## config.mk

```make
export PLATFORM = sky130hd
export DESIGN_NAME = eprom_device
export DESIGN_NICKNAME = d
export VERILOG_FILES = /design/src/rtl/eprom_pkg.sv /design/src/rtl/eprom_mode_dec.sv /design/src/rtl/eprom_prog_ctl.sv /design/src/rtl/eprom_cell_array.sv /design/src/rtl/eprom_out_mux.sv /design/src/rtl/eprom_device.sv
export SDC_FILE = /design/constraint.sdc
export NUM_CORES = 2
export LEC_CHECK = 0
export BUFFER_PORTS_ARGS = -buffer_cell sky130_fd_sc_hd__buf_2
export CORE_MARGIN = 5
export CORE_UTILIZATION = 66
export CTS_BUF_LIST = sky130_fd_sc_hd__clkbuf_2
export CTS_CLUSTER_DIAMETER = 50
export DETAILED_ROUTE_END_ITERATION = 8
export PLACE_DENSITY = 0.82
export SYNTH_ARGS = -nofsm -noshare
export SYNTH_HDL_FRONTEND = slang
export SYNTH_SLANG_ARGS = --single-unit
```

## constraint.sdc

```tcl
create_clock -name clk -period 4.5 [get_ports clk]
set_clock_uncertainty 0.05 [all_clocks]
set_input_delay 1.125 -clock clk [delete_from_list [all_inputs] [get_ports clk]]
set_output_delay 1.125 -clock clk [all_outputs]
set_load 0.01 [all_outputs]
```

## src/rtl/eprom_pkg.sv

```systemverilog
package eprom_pkg;

    localparam int unsigned ADDR_W     = 13;
    localparam int unsigned DATA_W     = 8;
    localparam int unsigned SIG_HV_BIT = 9;

    localparam logic [DATA_W-1:0] SIG_MAKER  = 8'h9B;
    localparam logic [DATA_W-1:0] SIG_DEVICE = 8'h08;
    localparam logic [DATA_W-1:0] BLANK_BYTE = '1;

    typedef enum logic [2:0] {
        M_STANDBY,
        M_INHIBIT,
        M_DISABLE,
        M_READ,
        M_VERIFY,
        M_PROGRAM,
        M_SIGNATURE,
        M_ILLEGAL
    } mode_e;

    typedef struct packed {
        logic              drive;
        logic              err;
        logic [DATA_W-1:0] data;
    } bus_out_t;

    // Priority: chip select, then output gate, then strobe, then supply, then A9 flag.
    function automatic mode_e decode_mode(
        input logic ce_n,
        input logic oe_n,
        input logic pgm_n,
        input logic vpp_hi,
        input logic a9_hv
    );
        mode_e m;
        if (ce_n)
            m = vpp_hi ? M_INHIBIT : M_STANDBY;
        else if (oe_n)
            m = (!pgm_n && vpp_hi) ? M_PROGRAM : M_DISABLE;
        else if (!pgm_n)
            m = M_ILLEGAL;
        else if (vpp_hi)
            m = M_VERIFY;
        else if (a9_hv)
            m = M_SIGNATURE;
        else
            m = M_READ;
        return m;
    endfunction

    // True when every address bit other than bit 0 and the high-voltage line is zero.
    function automatic logic sig_addr_clean(input logic [ADDR_W-1:0] a);
        logic [ADDR_W-1:0] mask;
        mask             = '1;
        mask[0]          = 1'b0;
        mask[SIG_HV_BIT] = 1'b0;
        return (a & mask) == '0;
    endfunction

endpackage

```

## src/rtl/eprom_mode_dec.sv

```systemverilog
module eprom_mode_dec
    import eprom_pkg::*;
(
    input  logic  ce_n,
    input  logic  oe_n,
    input  logic  pgm_n,
    input  logic  vpp_hi,
    input  logic  a9_hv,
    output mode_e mode
);

    always_comb begin
        mode = decode_mode(ce_n, oe_n, pgm_n, vpp_hi, a9_hv);
    end

endmodule

```

## src/rtl/eprom_prog_ctl.sv

```systemverilog
module eprom_prog_ctl
    import eprom_pkg::*;
#(
    parameter int unsigned IDX_W = 8
) (
    input  logic              clk,
    input  logic              rst,
    input  mode_e             mode,
    input  logic              ce_n,
    input  logic              pgm_n,
    input  logic              vpp_hi,
    input  logic [IDX_W-1:0]  idx,
    input  logic [DATA_W-1:0] din,
    output logic              wr_en,
    output logic [IDX_W-1:0]  wr_idx,
    output logic [DATA_W-1:0] wr_data
);

    logic              armed_q;
    logic [IDX_W-1:0]  cap_idx_q;
    logic [DATA_W-1:0] cap_data_q;

    // Armed only while the previous edge saw program mode; any other mode drops it.
    always_ff @(posedge clk) begin
        if (rst) begin
            armed_q    <= 1'b0;
            cap_idx_q  <= '0;
            cap_data_q <= '0;
        end else begin
            armed_q <= (mode == M_PROGRAM);
            if (mode == M_PROGRAM) begin
                cap_idx_q  <= idx;
                cap_data_q <= din;
            end
        end
    end

    // Strobe has returned high with the chip still selected and supply still raised.
    always_comb begin
        wr_en   = armed_q && pgm_n && !ce_n && vpp_hi;
        wr_idx  = cap_idx_q;
        wr_data = cap_data_q;
    end

endmodule

```

## src/rtl/eprom_cell_array.sv

```systemverilog
module eprom_cell_array
    import eprom_pkg::*;
#(
    parameter int unsigned IDX_W = 8
) (
    input  logic              clk,
    input  logic              rst,
    input  logic              erase,
    input  logic              wr_en,
    input  logic [IDX_W-1:0]  wr_idx,
    input  logic [DATA_W-1:0] wr_data,
    input  logic [IDX_W-1:0]  rd_idx,
    output logic [DATA_W-1:0] rd_data
);

    localparam int unsigned DEPTH  = 1 << IDX_W;
    localparam int unsigned FLAT_W = DEPTH * DATA_W;

    logic [FLAT_W-1:0] flat;

    for (genvar g = 0; g < DEPTH; g++) begin : g_word
        logic [DATA_W-1:0] word_q;
        logic              hit;

        assign hit = wr_en && (wr_idx == IDX_W'(g));

        always_ff @(posedge clk) begin
            if (rst || erase)
                word_q <= BLANK_BYTE;
            else if (hit)
                word_q <= word_q & wr_data;
        end

        assign flat[g*DATA_W +: DATA_W] = word_q;
    end

    always_comb begin
        rd_data = flat[rd_idx*DATA_W +: DATA_W];
    end

endmodule

```

## src/rtl/eprom_out_mux.sv

```systemverilog
module eprom_out_mux
    import eprom_pkg::*;
(
    input  mode_e             mode,
    input  logic [ADDR_W-1:0] addr,
    input  logic [DATA_W-1:0] rd_data,
    output bus_out_t          bus
);

    always_comb begin
        bus = '0;
        unique case (mode)
            M_READ, M_VERIFY: begin
                bus.drive = 1'b1;
                bus.data  = rd_data;
            end
            M_SIGNATURE: begin
                bus.drive = 1'b1;
                if (sig_addr_clean(addr))
                    bus.data = addr[0] ? SIG_DEVICE : SIG_MAKER;
                else
                    bus.err = 1'b1;
            end
            default: bus = '0;
        endcase
    end

endmodule

```

## src/rtl/eprom_device.sv

```systemverilog
module eprom_device
    import eprom_pkg::*;
#(
    parameter int unsigned DEPTH_AW = 8
) (
    input  logic              clk,
    input  logic              rst,
    input  logic [ADDR_W-1:0] addr,
    input  logic [DATA_W-1:0] dq_in,
    input  logic              ce_n,
    input  logic              oe_n,
    input  logic              pgm_n,
    input  logic              vpp_hi,
    input  logic              a9_hv,
    input  logic              erase,
    output logic [DATA_W-1:0] dq_out,
    output logic              dq_oe,
    output logic              proto_err
);

    localparam int unsigned IDX_W = (DEPTH_AW > ADDR_W) ? ADDR_W : DEPTH_AW;

    mode_e             mode;
    logic [IDX_W-1:0]  idx;
    logic              wr_en;
    logic [IDX_W-1:0]  wr_idx;
    logic [DATA_W-1:0] wr_data;
    logic [DATA_W-1:0] rd_data;
    bus_out_t          bus;

    assign idx = addr[IDX_W-1:0];

    eprom_mode_dec u_dec (
        .ce_n   (ce_n),
        .oe_n   (oe_n),
        .pgm_n  (pgm_n),
        .vpp_hi (vpp_hi),
        .a9_hv  (a9_hv),
        .mode   (mode)
    );

    eprom_prog_ctl #(.IDX_W(IDX_W)) u_prog (
        .clk     (clk),
        .rst     (rst),
        .mode    (mode),
        .ce_n    (ce_n),
        .pgm_n   (pgm_n),
        .vpp_hi  (vpp_hi),
        .idx     (idx),
        .din     (dq_in),
        .wr_en   (wr_en),
        .wr_idx  (wr_idx),
        .wr_data (wr_data)
    );

    eprom_cell_array #(.IDX_W(IDX_W)) u_array (
        .clk     (clk),
        .rst     (rst),
        .erase   (erase),
        .wr_en   (wr_en),
        .wr_idx  (wr_idx),
        .wr_data (wr_data),
        .rd_idx  (idx),
        .rd_data (rd_data)
    );

    eprom_out_mux u_mux (
        .mode    (mode),
        .addr    (addr),
        .rd_data (rd_data),
        .bus     (bus)
    );

    assign dq_out    = bus.data;
    assign dq_oe     = bus.drive;
    assign proto_err = bus.err;

endmodule

```

After elaboration in Yosys (flattened, before gate mapping)
Cells that the tools add are included.
{"block": "totals", "ff_bits": 2065, "latch_bits": 0, "ram_bits": 0, "mem_bits_ro": 0, "out_inout_bits": 10, "mem_count": 0}
{"block": "classes", "addsub": 0, "n_mul": 0, "div_mod_pow": 0, "order_cmp": 0, "eq_ne": 259, "n_shift": 1, "mux": 13, "n_bitwise": 256, "reduce_logical": 267}
{"op": "$and A8 B8 Y8", "count": 256}
{"op": "$shiftx A2048 B12 Y8", "count": 1}
{"op": "$eq A8 B8 Y1 const B", "count": 128}
{"op": "$eq A8 B7 Y1 const B", "count": 64}
{"op": "$logic_and A1 B1 Y1", "count": 260}
{"op": "$eq A8 B6 Y1 const B", "count": 32}
{"op": "$eq A8 B5 Y1 const B", "count": 16}
{"op": "$eq A8 B4 Y1 const B", "count": 8}
{"op": "$eq A8 B3 Y1 const B", "count": 4}
{"op": "$mux W3", "count": 6}
{"op": "$eq A8 B2 Y1 const B", "count": 2}
{"op": "$mux W8", "count": 2}
{"op": "$pmux W8 S2", "count": 1}
{"op": "$logic_not A13 Y1", "count": 1}
{"op": "$eq A3 B3 Y1 const B", "count": 3}
{"op": "$eq A8 B1 Y1 const B", "count": 1}
{"op": "$logic_not A8 Y1", "count": 1}
{"op": "$mux W1", "count": 4}
{"op": "$eq A3 B2 Y1 const B", "count": 1}
{"op": "$reduce_or A3 Y1", "count": 1}
{"op": "$logic_not A1 Y1", "count": 2}
{"op": "$reduce_or A2 Y1", "count": 1}
{"op": "$logic_or A1 B1 Y1", "count": 1}

Logic depth before layout (Yosys ltp)
{"block": "logic_depth", "ltp_word": 8, "ltp_mapped": 13}

Modules after synthesis
Synthesis repeated with hierarchy kept, for this count alone.
{"block": "hier_totals", "cells_unflattened": 8459, "area_unflattened_um2": 79379.9}
{"mod": "eprom_cell_array", "instances": 1, "cells_per_inst": 8349, "area_per_inst_um2": 78340.1}
{"mod": "eprom_prog_ctl", "instances": 1, "cells_per_inst": 73, "area_per_inst_um2": 768.2}
{"mod": "eprom_out_mux", "instances": 1, "cells_per_inst": 27, "area_per_inst_um2": 214.0}
{"mod": "eprom_mode_dec", "instances": 1, "cells_per_inst": 10, "area_per_inst_um2": 57.6}

Worst setup path after synthesis
Ideal clock, no wire load.
{"block": "synth_timing", "kind": "input-to-output", "startpoint": "input port addr[2]", "endpoint": "output port dq_out[5]", "arrival_time_ps": 3207, "required_ps": 3325, "slack_ps": 118, "path_stages": 10, "path_buffers": 4, "path_cell_list": "buf_4 > or2_2 > buf_2 > buf_2 > buf_2 > o221ai_1 > a21oi_1 > a2111oi_0 > nor3_1 > nor4_1"}
{"block": "synth_via", "elab_chain_cells": 3}
{"item": "from (decl)", "line_no": "eprom_device.sv:8", "source": "input logic [ADDR_W-1:0] addr,"}
{"item": "branches (longest 2 deep; another with $shiftx A2048 B12 Y8)"}
{"item": "$pmux W8 S2 *", "line_no": "eprom_out_mux.sv:12", "source": "unique case (mode)"}
{"item": "to (decl)", "line_no": "eprom_device.sv:16", "source": "output logic [DATA_W-1:0] dq_out,"}
Mark *: on every way between the ends.

Final worst setup path
{"block": "layout_timing", "startpoint": "register u_array.g_word[125].word_q[3]", "endpoint": "output port dq_out[3]"}
{"block": "layout_via", "elab_chain_cells": 2}
{"item": "from (decl)", "line_no": "eprom_cell_array.sv:22", "source": "logic [DATA_W-1:0] word_q;"}
{"item": "from (signal assigned)", "line_no": "eprom_cell_array.sv:31", "source": "word_q <= word_q & wr_data;"}
{"item": "$shiftx A2048 B12 Y8", "line_no": "eprom_cell_array.sv:38", "source": "rd_data = flat[rd_idx*DATA_W +: DATA_W];"}
{"item": "$pmux W8 S2", "line_no": "eprom_out_mux.sv:12"}
Every way passes these cells.

==> out/metrics.json <==
{
  "critical_path": {
    "timing.critical_path.mode_cell": "sky130_fd_sc_hd__a2111oi_4",
    "path_delay_family": "compound AO/OA/AOI/OAI gates",
    "buffers_and_inverters_on_the_worst_path": 3,
    "max_stage_delay_ns": 0.48,
    "endpoint_kind": "primary output",
    "critical_path_arrival_ns": 4.54,
    "crit_chain": "mux4_2 > a22oi_2 > a21oi_2 > o21ai_2 > a21bo_4 > a2111oi_4 > buf_4 > a2111oi_4 > clkbuf_16 > buf_6",
    "worst_setup_path_start_kind": "flip-flop",
    "critical_path_peak_fanout": 2,
    "cpMaxStageDelayCell": "sky130_fd_sc_hd__mux4_2",
    "crit_type": "reg2out",
    "cp.required_ns": 3.32
  },
  "timing": {
    "setup_repair_after_global_routing_missed_its_margin": "yes",
    "timing.final.crit_period_ns": 5.71,
    "finalCritPeriodShare_pct": 127,
    "setup_violations": 8,
    "fin_setup_tns_ns": -7.62,
    "timing.final.max_slew_violations": 0,
    "timing.max_slew.rel_slack_pct": 11.4,
    "hold_vio_cnt_final": 0,
    "timing.final.ws_setup_ns": -1.21,
    "max_fclk_mhz": 175,
    "tightest_slew_ns": 1.32
  },
  "grt": {
    "first_global_vias": 69298,
    "grt_start_max_net_pins": 193,
    "grt_first_pass_wirelength_mm": 396,
    "globalRouteTotalUtil_pct": 39.5,
    "antenna_found_initial": 14,
    "aggregate_global_routing_overflow": 0
  },
  "finish": {
    "drive_above_1_share_pct": 20.3,
    "nNetsFinal": 8883,
    "area_growth_pct": 11.7,
    "final_design_area_no_fill_sq_mm": 0.0896
  },
  "logic_synthesis": {
    "netlist.area_leader.share_pct": 51.6,
    "post_synth.cell_area_avg_sq_um": 9.49,
    "synth-xor-area-share_pct": 0,
    "postSynthNetCount": 8477,
    "synth_compound_area_share_pct": 16.0,
    "synth-simple-area-share_pct": 12.5,
    "yosys.area_share.adder_pct": 0,
    "synth_top_flop_cell": "sky130_fd_sc_hd__dfxtp_1",
    "synth_enable_flop_cells": 0,
    "synthMostInstantiatedCell": "sky130_fd_sc_hd__nand2_1",
    "synthDominantAreaCellType": "sky130_fd_sc_hd__dfxtp_1",
    "synth.top_cells.by_count": "sky130_fd_sc_hd__nand2_1, sky130_fd_sc_hd__o21ai_0, sky130_fd_sc_hd__dfxtp_1",
    "netlist-cell-type-count": 67,
    "most_area_consuming_cells_after_synthesis": "sky130_fd_sc_hd__dfxtp_1, sky130_fd_sc_hd__o21ai_0, sky130_fd_sc_hd__mux4_2",
    "synth_sequential_area_ratio_pct": 51.6,
    "mux_cell_area_share_after_synthesis_pct": 15.5,
    "yosys_warnings": 0,
    "syn-cell-area_sq_mm": 0.0802,
    "main_combinational_cell_family_by_area_after_synthesis": "compound AO/OA/AOI/OAI gates",
    "netlist_instances": 8448,
    "proportion_of_register_bits_with_asynchronous_set_or_reset_after_synthesis_pct": 0,
    "postSynthRegisterBits": 2065
  },
  "pwr": {
    "switching_share_pct": 27.2,
    "pwr-share-clk_pct": 37.0,
    "share_seq_of_total_power_pct": 56.9,
    "combinationalPowerShare_pct": 6.1,
    "vdd_ir_drop_max_uv": 298,
    "power.internal_mw": 23.4,
    "power_density_mw_per_mm2": 359,
    "total_leakage_power_nw": 32.9,
    "power_switching_mw": 8.75
  },
  "cts": {
    "cts.clk_slew.worst_paths_ns": 0.14,
    "clock_sink_count": 2065,
    "cts_tree": "yes",
    "htree_levels": 5,
    "ctsRootBufferMaster": "sky130_fd_sc_hd__clkbuf_2",
    "clock_path_buffers": 4,
    "worst_skew_late_latency_ns": 1.93,
    "cts_made_buffers": 489
  },
  "routing": {
    "routed_via_density": 6.65,
    "dr.pass1.iters": 9,
    "drc": 3,
    "drt_iter0_drc": 10770,
    "ant_nets": 0,
    "wl_per_cell_microns": 24.0,
    "final_wirelength_mm": 260,
    "num_vias": 72051
  },
  "min_path": {
    "min_path_type": "in2reg"
  },
  "die": {
    "die-width_microns": 359,
    "die_area_sq_mm": 0.129,
    "chipHeight_microns": 359,
    "top_level_ports": 39,
    "initial_core_util_pct": 66.6,
    "core_area_sq_mm": 0.120,
    "placement_rows": 127
  },
  "place": {
    "place_area_sq_mm": 0.0841,
    "place_ws_ns": -1.77,
    "globalplace.congestion": 0.989,
    "io_buffer_count": 37,
    "place.detailed.hpwl_mm": 166
  },
  "run_status": {
    "failed_checks": "DRC, setup timing",
    "status": "finished, violations left"
  },
  "run": {
    "max_cap_viol_count": 0
  }
}
[cell usage in the layout, fill, tap and decap left out, types with 8 or more instances in the layout]
cell type and n:
sky130_fd_sc_hd__mux4_1 23, sky130_fd_sc_hd__diode_2 14, sky130_fd_sc_hd__buf_2 29, sky130_fd_sc_hd__nor2b_1 9
sky130_fd_sc_hd__dfxtp_2 23, sky130_fd_sc_hd__nor3_1 23, sky130_fd_sc_hd__buf_4 431, sky130_fd_sc_hd__nor4_1 9
sky130_fd_sc_hd__a21oi_1 65, sky130_fd_sc_hd__nand2_1 2415, sky130_fd_sc_hd__mux2i_1 220, sky130_fd_sc_hd__nand3_1 17
sky130_fd_sc_hd__buf_12 88, sky130_fd_sc_hd__o221ai_2 9, sky130_fd_sc_hd__a221oi_1 9, sky130_fd_sc_hd__nor3_2 15
sky130_fd_sc_hd__clkinv_2 17, sky130_fd_sc_hd__mux4_2 422, sky130_fd_sc_hd__nor2_1 41, sky130_fd_sc_hd__clkinv_1 122
sky130_fd_sc_hd__nand2b_1 9, sky130_fd_sc_hd__dlygate4sd3_1 45, sky130_fd_sc_hd__dfxtp_4 8, sky130_fd_sc_hd__o21ai_0 2078
sky130_fd_sc_hd__a22oi_1 15, sky130_fd_sc_hd__o22ai_1 58, sky130_fd_sc_hd__nor2_4 14, sky130_fd_sc_hd__clkbuf_2 699
sky130_fd_sc_hd__dfxtp_1 2034, sky130_fd_sc_hd__o221ai_1 81
[tightest hold or removal path, stage by stage]
cell	delay [ns]
sky130_fd_sc_hd__dlygate4sd3_1	0.53
sky130_fd_sc_hd__buf_2	0.28
sky130_fd_sc_hd__nor2_1	0.21
[metrics by stage]
| step | hold slack (ns) | util, % | instances | power, mW |
|---|---|---|---|---|
| after detailed placement | 0.399 | 69.9 | 9933 | 20.5 |
| after global routing | 0.141 | 74.5 | 10831 | 33.2 |
| after floorplan | 0.385 | - | 8448 | 19.8 |
| after CTS | 0.0403 | 74.3 | 10823 | 32.0 |
| final | 0.206 | 74.5 | 10838 | 32.2 |
| after global placement | 0.393 | 69.9 | 9933 | 20.5 |
[final cells by class]
class | count | area [sq um]
Timing Repair Buffer | 601 | 5700
Multi-Input combinational cell | 5690 | 36200
Clock inverter | 150 | 723
Inverter | 7 | 30.0
Tap cell | 1612 | 2020
Sequential cell | 2065 | 41400
Clock buffer | 699 | 3500
Fill cell | 8010 | 30700
Antenna cell | 14 | 35.0
[worst paths after layout]
kind	cells after the start	endpoint	slack, ns	from
setup / recovery	10	dq_out[3]	-1.21	u_array.g_word[125].word_q[3]
hold reg to reg	2	u_array.g_word[69].word_q[2]	0.41	u_array.g_word[69].word_q[2]
setup reg to reg	5	u_array.g_word[166].word_q[0]	1.23	u_prog.wr_idx[5]
hold / removal	3	u_prog.armed_q	0.21	rst
[power by group through the flow]
stage / Clock [mW] / Combinational [mW] / Sequential, mW
4_1_cts: 11.9 / 1.87 / 18.3
2_1_floorplan: 0 / 1.07 / 18.7
6_report: 11.9 / 1.97 / 18.3
3_3_place_gp: 0 / 1.77 / 18.7
5_1_grt: 12.9 / 2.01 / 18.3
3_5_place_dp: 0 / 1.79 / 18.7
[registers in the layout, summed over array words and instances (netlist names)]
signal                 flops
u_prog.wr_data             8
u_array.g_word.word_q   2048
u_prog.armed_q             1
u_prog.wr_idx              8
[logic make-up after synthesis]
group           count (synthesis)
compound gates               2411
buf+inv                       693
flops                        2065
mux                           673
simple gates                 2606
[routing by layer]
| metal | wire [microns] | vias to the layer above | GRT usage [%] |
|---|---|---|---|
| met1 | 91300 | 34331 | 49.6 |
| li1 | - | 30681 | - |
| met2 | 113000 | 5592 | 58.4 |
| met3 | 34800 | 1443 | 12.4 |
| met4 | 21100 | 4 | 27.6 |
| met5 | 27 | - | 0 |
[what timing repair did]
action / CTS / global route
hold buffers: 45 / 0
pin swaps: 37 / 36
endpoints found under the hold margin: 1295 / 0
setup buffers: 1 / 1
setup endpoints to repair: 8 / 8
gates resized for setup: 121 / 54
Note: power is estimated with default switching activity, not from simulation.
